===== src/rtl/els_pkg.sv =====
package els_pkg;

  typedef enum logic {
    CLR_ON_READ  = 1'b0,
    CLR_ON_WRITE = 1'b1
  } clr_mode_e;

  typedef enum logic {
    SEL_STATUS = 1'b0,
    SEL_ENABLE = 1'b1
  } reg_sel_e;

  typedef struct packed {
    logic     rd;
    logic     wr;
    logic     wide;
    reg_sel_e sel;
  } host_op_t;

endpackage


===== src/rtl/els_edge_det.sv =====
module els_edge_det #(
  parameter int              WIDTH     = 16,
  parameter logic [WIDTH-1:0] RSVD_MASK = '0
) (
  input  logic             clk,
  input  logic             rst_n,
  input  logic [WIDTH-1:0] evt,
  input  logic [WIDTH-1:0] chg_mode,
  output logic [WIDTH-1:0] set_vec
);

  logic [WIDTH-1:0] evt_q;
  logic [WIDTH-1:0] evt_d;

  always_comb evt_d = evt;

  always_ff @(posedge clk or negedge rst_n) begin
    if (!rst_n) evt_q <= '0;
    else        evt_q <= evt_d;
  end

  for (genvar i = 0; i < WIDTH; i++) begin : g_bit
    if (RSVD_MASK[i]) begin : g_rsvd
      always_comb set_vec[i] = 1'b0;
    end else begin : g_live
      logic rise, fall;
      always_comb begin
        rise       = evt[i] & ~evt_q[i];
        fall       = ~evt[i] & evt_q[i];
        set_vec[i] = rise | (chg_mode[i] & fall);
      end
    end
  end

endmodule


===== src/rtl/els_clr_gen.sv =====
module els_clr_gen
  import els_pkg::*;
#(
  parameter int WIDTH  = 16,
  parameter int NBYTES = WIDTH / 8,
  parameter int BSEL_W = 1
) (
  input  host_op_t           op,
  input  clr_mode_e          mode,
  input  logic [BSEL_W-1:0]  byte_idx,
  input  logic [WIDTH-1:0]   wdata,
  output logic [WIDTH-1:0]   lane_mask,
  output logic [WIDTH-1:0]   lane_wdata,
  output logic [WIDTH-1:0]   clr_vec
);

  for (genvar b = 0; b < NBYTES; b++) begin : g_lane
    always_comb begin
      lane_mask[b*8 +: 8]  = (op.wide || (byte_idx == BSEL_W'(b))) ? 8'hFF : 8'h00;
      lane_wdata[b*8 +: 8] = op.wide ? wdata[b*8 +: 8] : wdata[7:0];
    end
  end

  always_comb begin
    clr_vec = '0;
    if (op.sel == SEL_STATUS) begin
      if (mode == CLR_ON_WRITE && op.wr)     clr_vec = lane_wdata & lane_mask;
      else if (mode == CLR_ON_READ && op.rd) clr_vec = lane_mask;
    end
  end

endmodule


===== src/rtl/els_lat_bank.sv =====
module els_lat_bank #(
  parameter int WIDTH = 16
) (
  input  logic             clk,
  input  logic             rst_n,
  input  logic             dp_rst_n,
  input  logic [WIDTH-1:0] set_vec,
  input  logic [WIDTH-1:0] clr_vec,
  output logic [WIDTH-1:0] lat_q
);

  logic [WIDTH-1:0] lat_d;
  logic             lat_en;

  always_comb begin
    lat_en = ~dp_rst_n | (|set_vec) | (|clr_vec);
    if (!dp_rst_n) lat_d = '0;
    else           lat_d = (lat_q & ~clr_vec) | set_vec;
  end

  always_ff @(posedge clk or negedge rst_n) begin
    if (!rst_n)      lat_q <= '0;
    else if (lat_en) lat_q <= lat_d;
  end

endmodule


===== src/rtl/els_irq_reg.sv =====
module els_irq_reg #(
  parameter int WIDTH = 16
) (
  input  logic             clk,
  input  logic             rst_n,
  input  logic [WIDTH-1:0] lat,
  input  logic [WIDTH-1:0] ie,
  output logic             irq
);

  logic any_d;

  always_comb any_d = |(lat & ie);

  always_ff @(posedge clk or negedge rst_n) begin
    if (!rst_n) irq <= 1'b0;
    else        irq <= any_d;
  end

endmodule


===== src/rtl/evt_latch_stat.sv =====
module evt_latch_stat
  import els_pkg::*;
#(
  parameter int               WIDTH     = 16,
  parameter logic [WIDTH-1:0] RSVD_MASK = 16'hC000,
  localparam int              NBYTES    = WIDTH / 8,
  localparam int              BSEL_W    = (NBYTES > 1) ? $clog2(NBYTES) : 1
) (
  input  logic              clk,
  input  logic              rst_n,
  input  logic              dp_rst_n,
  input  logic [WIDTH-1:0]  evt_raw,
  input  logic [WIDTH-1:0]  chg_mode,
  input  logic              clr_on_wr,
  input  logic              wide_bus,
  input  logic              host_rd,
  input  logic              host_wr,
  input  logic              host_sel,
  input  logic [BSEL_W-1:0] host_byte,
  input  logic [WIDTH-1:0]  host_wdata,
  output logic [WIDTH-1:0]  host_rdata,
  output logic              irq
);

  localparam int SYNC_STAGES = 2;

  logic [SYNC_STAGES-1:0] rst_sync;
  logic                   rst_sync_n;

  always_ff @(posedge clk or negedge rst_n) begin
    if (!rst_n) rst_sync <= '0;
    else        rst_sync <= {rst_sync[SYNC_STAGES-2:0], 1'b1};
  end
  always_comb rst_sync_n = rst_sync[SYNC_STAGES-1];

  host_op_t         op;
  clr_mode_e        mode;
  logic [WIDTH-1:0] set_vec, clr_vec, lane_mask, lane_wdata;
  logic [WIDTH-1:0] lat_q, ie_q, ie_d;
  logic             ie_en;
  logic [WIDTH-1:0] rd_full, rdata_d;
  logic [7:0]       rd_byte;

  always_comb begin
    op.rd   = host_rd;
    op.wr   = host_wr;
    op.wide = wide_bus;
    op.sel  = reg_sel_e'(host_sel);
    mode    = clr_mode_e'(clr_on_wr);
  end

  els_edge_det #(.WIDTH(WIDTH), .RSVD_MASK(RSVD_MASK)) u_edge (
    .clk      (clk),
    .rst_n    (rst_sync_n),
    .evt      (evt_raw),
    .chg_mode (chg_mode),
    .set_vec  (set_vec)
  );

  els_clr_gen #(.WIDTH(WIDTH), .NBYTES(NBYTES), .BSEL_W(BSEL_W)) u_clr (
    .op         (op),
    .mode       (mode),
    .byte_idx   (host_byte),
    .wdata      (host_wdata),
    .lane_mask  (lane_mask),
    .lane_wdata (lane_wdata),
    .clr_vec    (clr_vec)
  );

  els_lat_bank #(.WIDTH(WIDTH)) u_lat (
    .clk      (clk),
    .rst_n    (rst_sync_n),
    .dp_rst_n (dp_rst_n),
    .set_vec  (set_vec),
    .clr_vec  (clr_vec),
    .lat_q    (lat_q)
  );

  // Enable bank: byte-lane write, blocked during data-path reset
  always_comb begin
    ie_en = op.wr && (op.sel == SEL_ENABLE) && dp_rst_n;
    ie_d  = (ie_q & ~lane_mask) | (lane_wdata & lane_mask);
  end

  always_ff @(posedge clk or negedge rst_sync_n) begin
    if (!rst_sync_n) ie_q <= '0;
    else if (ie_en)  ie_q <= ie_d;
  end

  // Read path: capture before any clear takes effect
  always_comb begin
    rd_full = (op.sel == SEL_ENABLE) ? ie_q : lat_q;
    rd_byte = '0;
    for (int b = 0; b < NBYTES; b++) begin
      if (host_byte == BSEL_W'(b)) rd_byte = rd_full[b*8 +: 8];
    end
    rdata_d = op.wide ? rd_full : WIDTH'(rd_byte);
  end

  always_ff @(posedge clk or negedge rst_sync_n) begin
    if (!rst_sync_n) host_rdata <= '0;
    else if (op.rd)  host_rdata <= rdata_d;
  end

  els_irq_reg #(.WIDTH(WIDTH)) u_irq (
    .clk   (clk),
    .rst_n (rst_sync_n),
    .lat   (lat_q),
    .ie    (ie_q),
    .irq   (irq)
  );

endmodule


===== config.mk =====
export PLATFORM = sky130hd
export DESIGN_NAME = evt_latch_stat
export DESIGN_NICKNAME = d
export VERILOG_FILES = /design/src/rtl/els_pkg.sv /design/src/rtl/els_edge_det.sv /design/src/rtl/els_clr_gen.sv /design/src/rtl/els_lat_bank.sv /design/src/rtl/els_irq_reg.sv /design/src/rtl/evt_latch_stat.sv
export SDC_FILE = /design/constraint.sdc
export NUM_CORES = 1
export LEC_CHECK = 0
export BUFFER_PORTS_ARGS = -buffer_cell sky130_fd_sc_hd__clkbuf_2
export CORE_ASPECT_RATIO = 1.5
export CORE_MARGIN = 10
export CORE_UTILIZATION = 45
export CTS_CLUSTER_DIAMETER = 100
export CTS_CLUSTER_SIZE = 10
export DETAILED_ROUTE_END_ITERATION = 10
export PLACE_DENSITY_LB_ADDON = 0.12
export SLEW_MARGIN = 5
export SYNTH_ARGS = -nofsm -noshare
export SYNTH_HDL_FRONTEND = slang
export SYNTH_SLANG_ARGS = --single-unit
export TNS_END_PERCENT = 10

===== constraint.sdc =====
create_clock -name clk -period 5.6 [get_ports clk]
set_input_delay 1.12 -clock clk [delete_from_list [all_inputs] [get_ports clk]]
set_output_delay 1.12 -clock clk [all_outputs]
set_load 0.01 [all_outputs]

==> flow_metrics.env <==
export IMPL_yosys_top_cells_area="dfrtp_1 (51%), mux2i_1 (5.6%), mux4_2 (5.6%)"
export IMPL_synth_cell_types=40
export IMPL_cts_buffers_inserted=9
export IMPL_drv_slew=0
export IMPL_place_hpwl_mm=5.80
export IMPL_syn_avg_cell_area_sq_um=12.1
export IMPL_critical_path_class="input port to flop"
export IMPL_critPathCaptureType="flop"
export IMPL_io_pins=74
export IMPL_drcViolationCount=0
export IMPL_worst_path_max_fanout=25
export IMPL_grt_pass1_vias=2622
export IMPL_start_util_pct=46.6
export IMPL_htreeDepth=3
export IMPL_max_slew_worst_pin_slew_ns=0.918
export IMPL_wl_per_cell_um=19.7
export IMPL_fillerInstances=625
export IMPL_synthSimpleGateAreaFrac_pct=10.7
export IMPL_arrival_ns=3.02
export IMPL_grt_total_usage_pct=15.7
export IMPL_synth_flop_cell="dfrtp_1"
export IMPL_status="finished, final reports clean"
export IMPL_worstPathRequired_ns=5.83
export IMPL_synth_top_family_by_area="compound AO/OA/AOI/OAI gates"
export IMPL_grt_ovfl_total=0
export IMPL_syn_num_nets=322
export IMPL_vias_per_cell=5.82
export IMPL_vias=2396
export IMPL_cts_tree="built"
export IMPL_synth_common_cells="dfrtp_1 (65), mux2i_1 (18), inv_1 (14), mux2_2 (14), nand2_1 (13)"
export IMPL_postCtsSetupBuffers=0
export IMPL_synth_edff_count=0
export IMPL_clock_latency_ns=0.35
export IMPL_tns_ns=0
export IMPL_die_h_um=124
export IMPL_power_density_mw_per_mm2=306
export IMPL_grt_first_pass_wirelength_mm=13.0
export IMPL_fin_worst_skew_ns=0.00671
export IMPL_hold_viol=0
export IMPL_syn_cell_area_sq_mm=0.00322
export IMPL_root_buffer="clkbuf_8"
export IMPL_yosysMostFrequentCell="dfrtp_1"
export IMPL_utilization_pct=54.4
export IMPL_drt_iter0_drc=112
export IMPL_ys_seq_area_share_pct=50.6
export IMPL_synth_xor_area_share_pct=0
export IMPL_min_path_type="flop to flop"
export IMPL_synthMuxAreaShare_pct=17.0
export IMPL_synth_top_cell_area_share_pct=50.6
export IMPL_timing_final_crit_share_pct=49.7
export IMPL_fin_crit_ns=2.78
export IMPL_synth_compound_area_share_pct=17.3
export IMPL_maxCapViolCount=0
export IMPL_area_delta_synth_final_pct=16.7
export IMPL_synth_async_sr_flop_share_pct=100
export IMPL_rows=37
export IMPL_ys_seq_elements=65
export IMPL_post_cts_resize_count=0
export IMPL_antenna_found_initial=0
export IMPL_die_area_sq_mm=0.0110
export IMPL_drive_gt1_share_pct=32.6
export IMPL_start_kind="input port"
export IMPL_firstDrtPassIters=4
export IMPL_synthCells=265
export IMPL_cts_sink_count=65
export IMPL_p_leak_nw=1.76
export IMPL_grt_max_degree=64
export IMPL_wl_mm=8.13
export IMPL_antenna_left=0
export IMPL_fmax_mhz=359
export IMPL_irDropWorstVdd_v=0.000151
export IMPL_clkTransAtPathRegs_ns=0.07
export IMPL_synth_top_area_cell="dfrtp_1"
export IMPL_gp_congestion=0.794
export IMPL_slew_headroom_pct=38.7
export IMPL_core_area_sq_mm=0.00690
export IMPL_die_w_um=89.0
export IMPL_finalSetupViolCount=0
export IMPL_io_buffers=69
export IMPL_ys_warnings_count=0
export IMPL_layout_nets=388
export IMPL_synth_fa_ha_area_share_pct=0
export IMPL_hold_buffers=0
export IMPL_rsz0062_at_grt="no"
export IMPL_clockBufferDepth=2
export IMPL_n_antenna_cell=0
-- final timing paths --
check,startpoint,to,slack (ns),depth (start not counted)
worst max-delay path,wide_bus,host_rdata[5]$_DFFE_PN0P_,2.82,4
worst min-delay path,rst_sync[0]$_DFF_PN0_,rst_sync[1]$_DFF_PN0_,0.36,0
worst max register to register,flop,host_rdata[1]$_DFFE_PN0P_,4.29,2
worst min register to register,rst_sync[0]$_DFF_PN0_,rst_sync[1]$_DFF_PN0_,0.36,0
max in group asynchronous,rst_sync[1]$_DFF_PN0_,u_edge.evt_q[10]$_DFF_PN0_,4.60,1
min in group asynchronous,rst_sync[1]$_DFF_PN0_,u_edge.evt_q[8]$_DFF_PN0_,0.42,1
-- per-stage QoR --
| stage | hold WS (ns) | setup slack (ns) | cells | power (mW) | cell area [sq um] |
|---|---|---|---|---|---|
| global route | 0.368 | 2.73 | 412 | 1.21 | 3750 |
| CTS | 0.368 | 2.85 | 412 | 1.16 | 3750 |
| global placement | 0.337 | 2.46 | 398 | 0.791 | 3580 |
| detailed placement | 0.351 | 2.47 | 398 | 0.799 | 3580 |
| floorplan | 0.331 | 3.39 | 265 | 0.713 | 3220 |
| finish | 0.361 | 2.82 | 412 | 1.15 | 3750 |
-- per-layer routing --
layer  vias up  global-route usage, %  wire length [um]
li1       1148                      -                 -
met1      1179                   18.5              3450
met2        58                   25.8              4030
met3        11                   3.82               457
met4         0                   8.38               186
met5         -                      0                 0
-- placed cells by master (no fill, tap or decap), types with 3 or more instances in the layout --
master,Yosys,final
clkbuf_2,0,69
dfrtp_1,65,64
mux2i_1,18,18
inv_1,14,14
mux2_2,14,14
nand2_1,13,13
o21ai_0,12,12
clkbuf_8,0,12
and3b_1,10,10
nor2b_1,10,10
o22ai_1,8,8
mux4_2,8,8
o31a_1,8,8
nor2_1,7,7
a221o_1,7,7
o31ai_1,6,6
a41oi_1,6,6
a22o_1,4,4
a221oi_1,4,4
nand3b_1,4,4
nor3b_1,4,4
o41ai_1,4,4
a21boi_0,4,4
a22oi_1,3,3
-- cell families after synthesis --
kind of cell,Yosys count
compound gates,73
flops,65
other cells,1
buf+inv,29
simple gates,55
mux,42
-- critical path: stages --
cell,delay [ns]
clkbuf_2,0.34
nor2b_4,0.69
mux4_2,0.59
mux2_4,0.26
-- layout make-up --
type	instances	area, sq um	share of cell area, %
Tap cell	78	97.6	2.60
Sequential cell	65	1630	43.4
Multi-Input combinational cell	171	1450	38.7
Inverter	14	52.6	1.40
Timing Repair Buffer	70	353	9.40
Clock buffer	14	173	4.60
-- power by group --
| group | leakage, nW | switching [mW] | internal [mW] |
|---|---|---|---|
| Combinational | 0.871 | 0.103 | 0.108 |
| Clock | 0.0886 | 0.172 | 0.193 |
| Sequential | 0.805 | 0.0460 | 0.529 |
| Total | 1.76 | 0.321 | 0.830 |
Power figures use the tool's default switching activity.
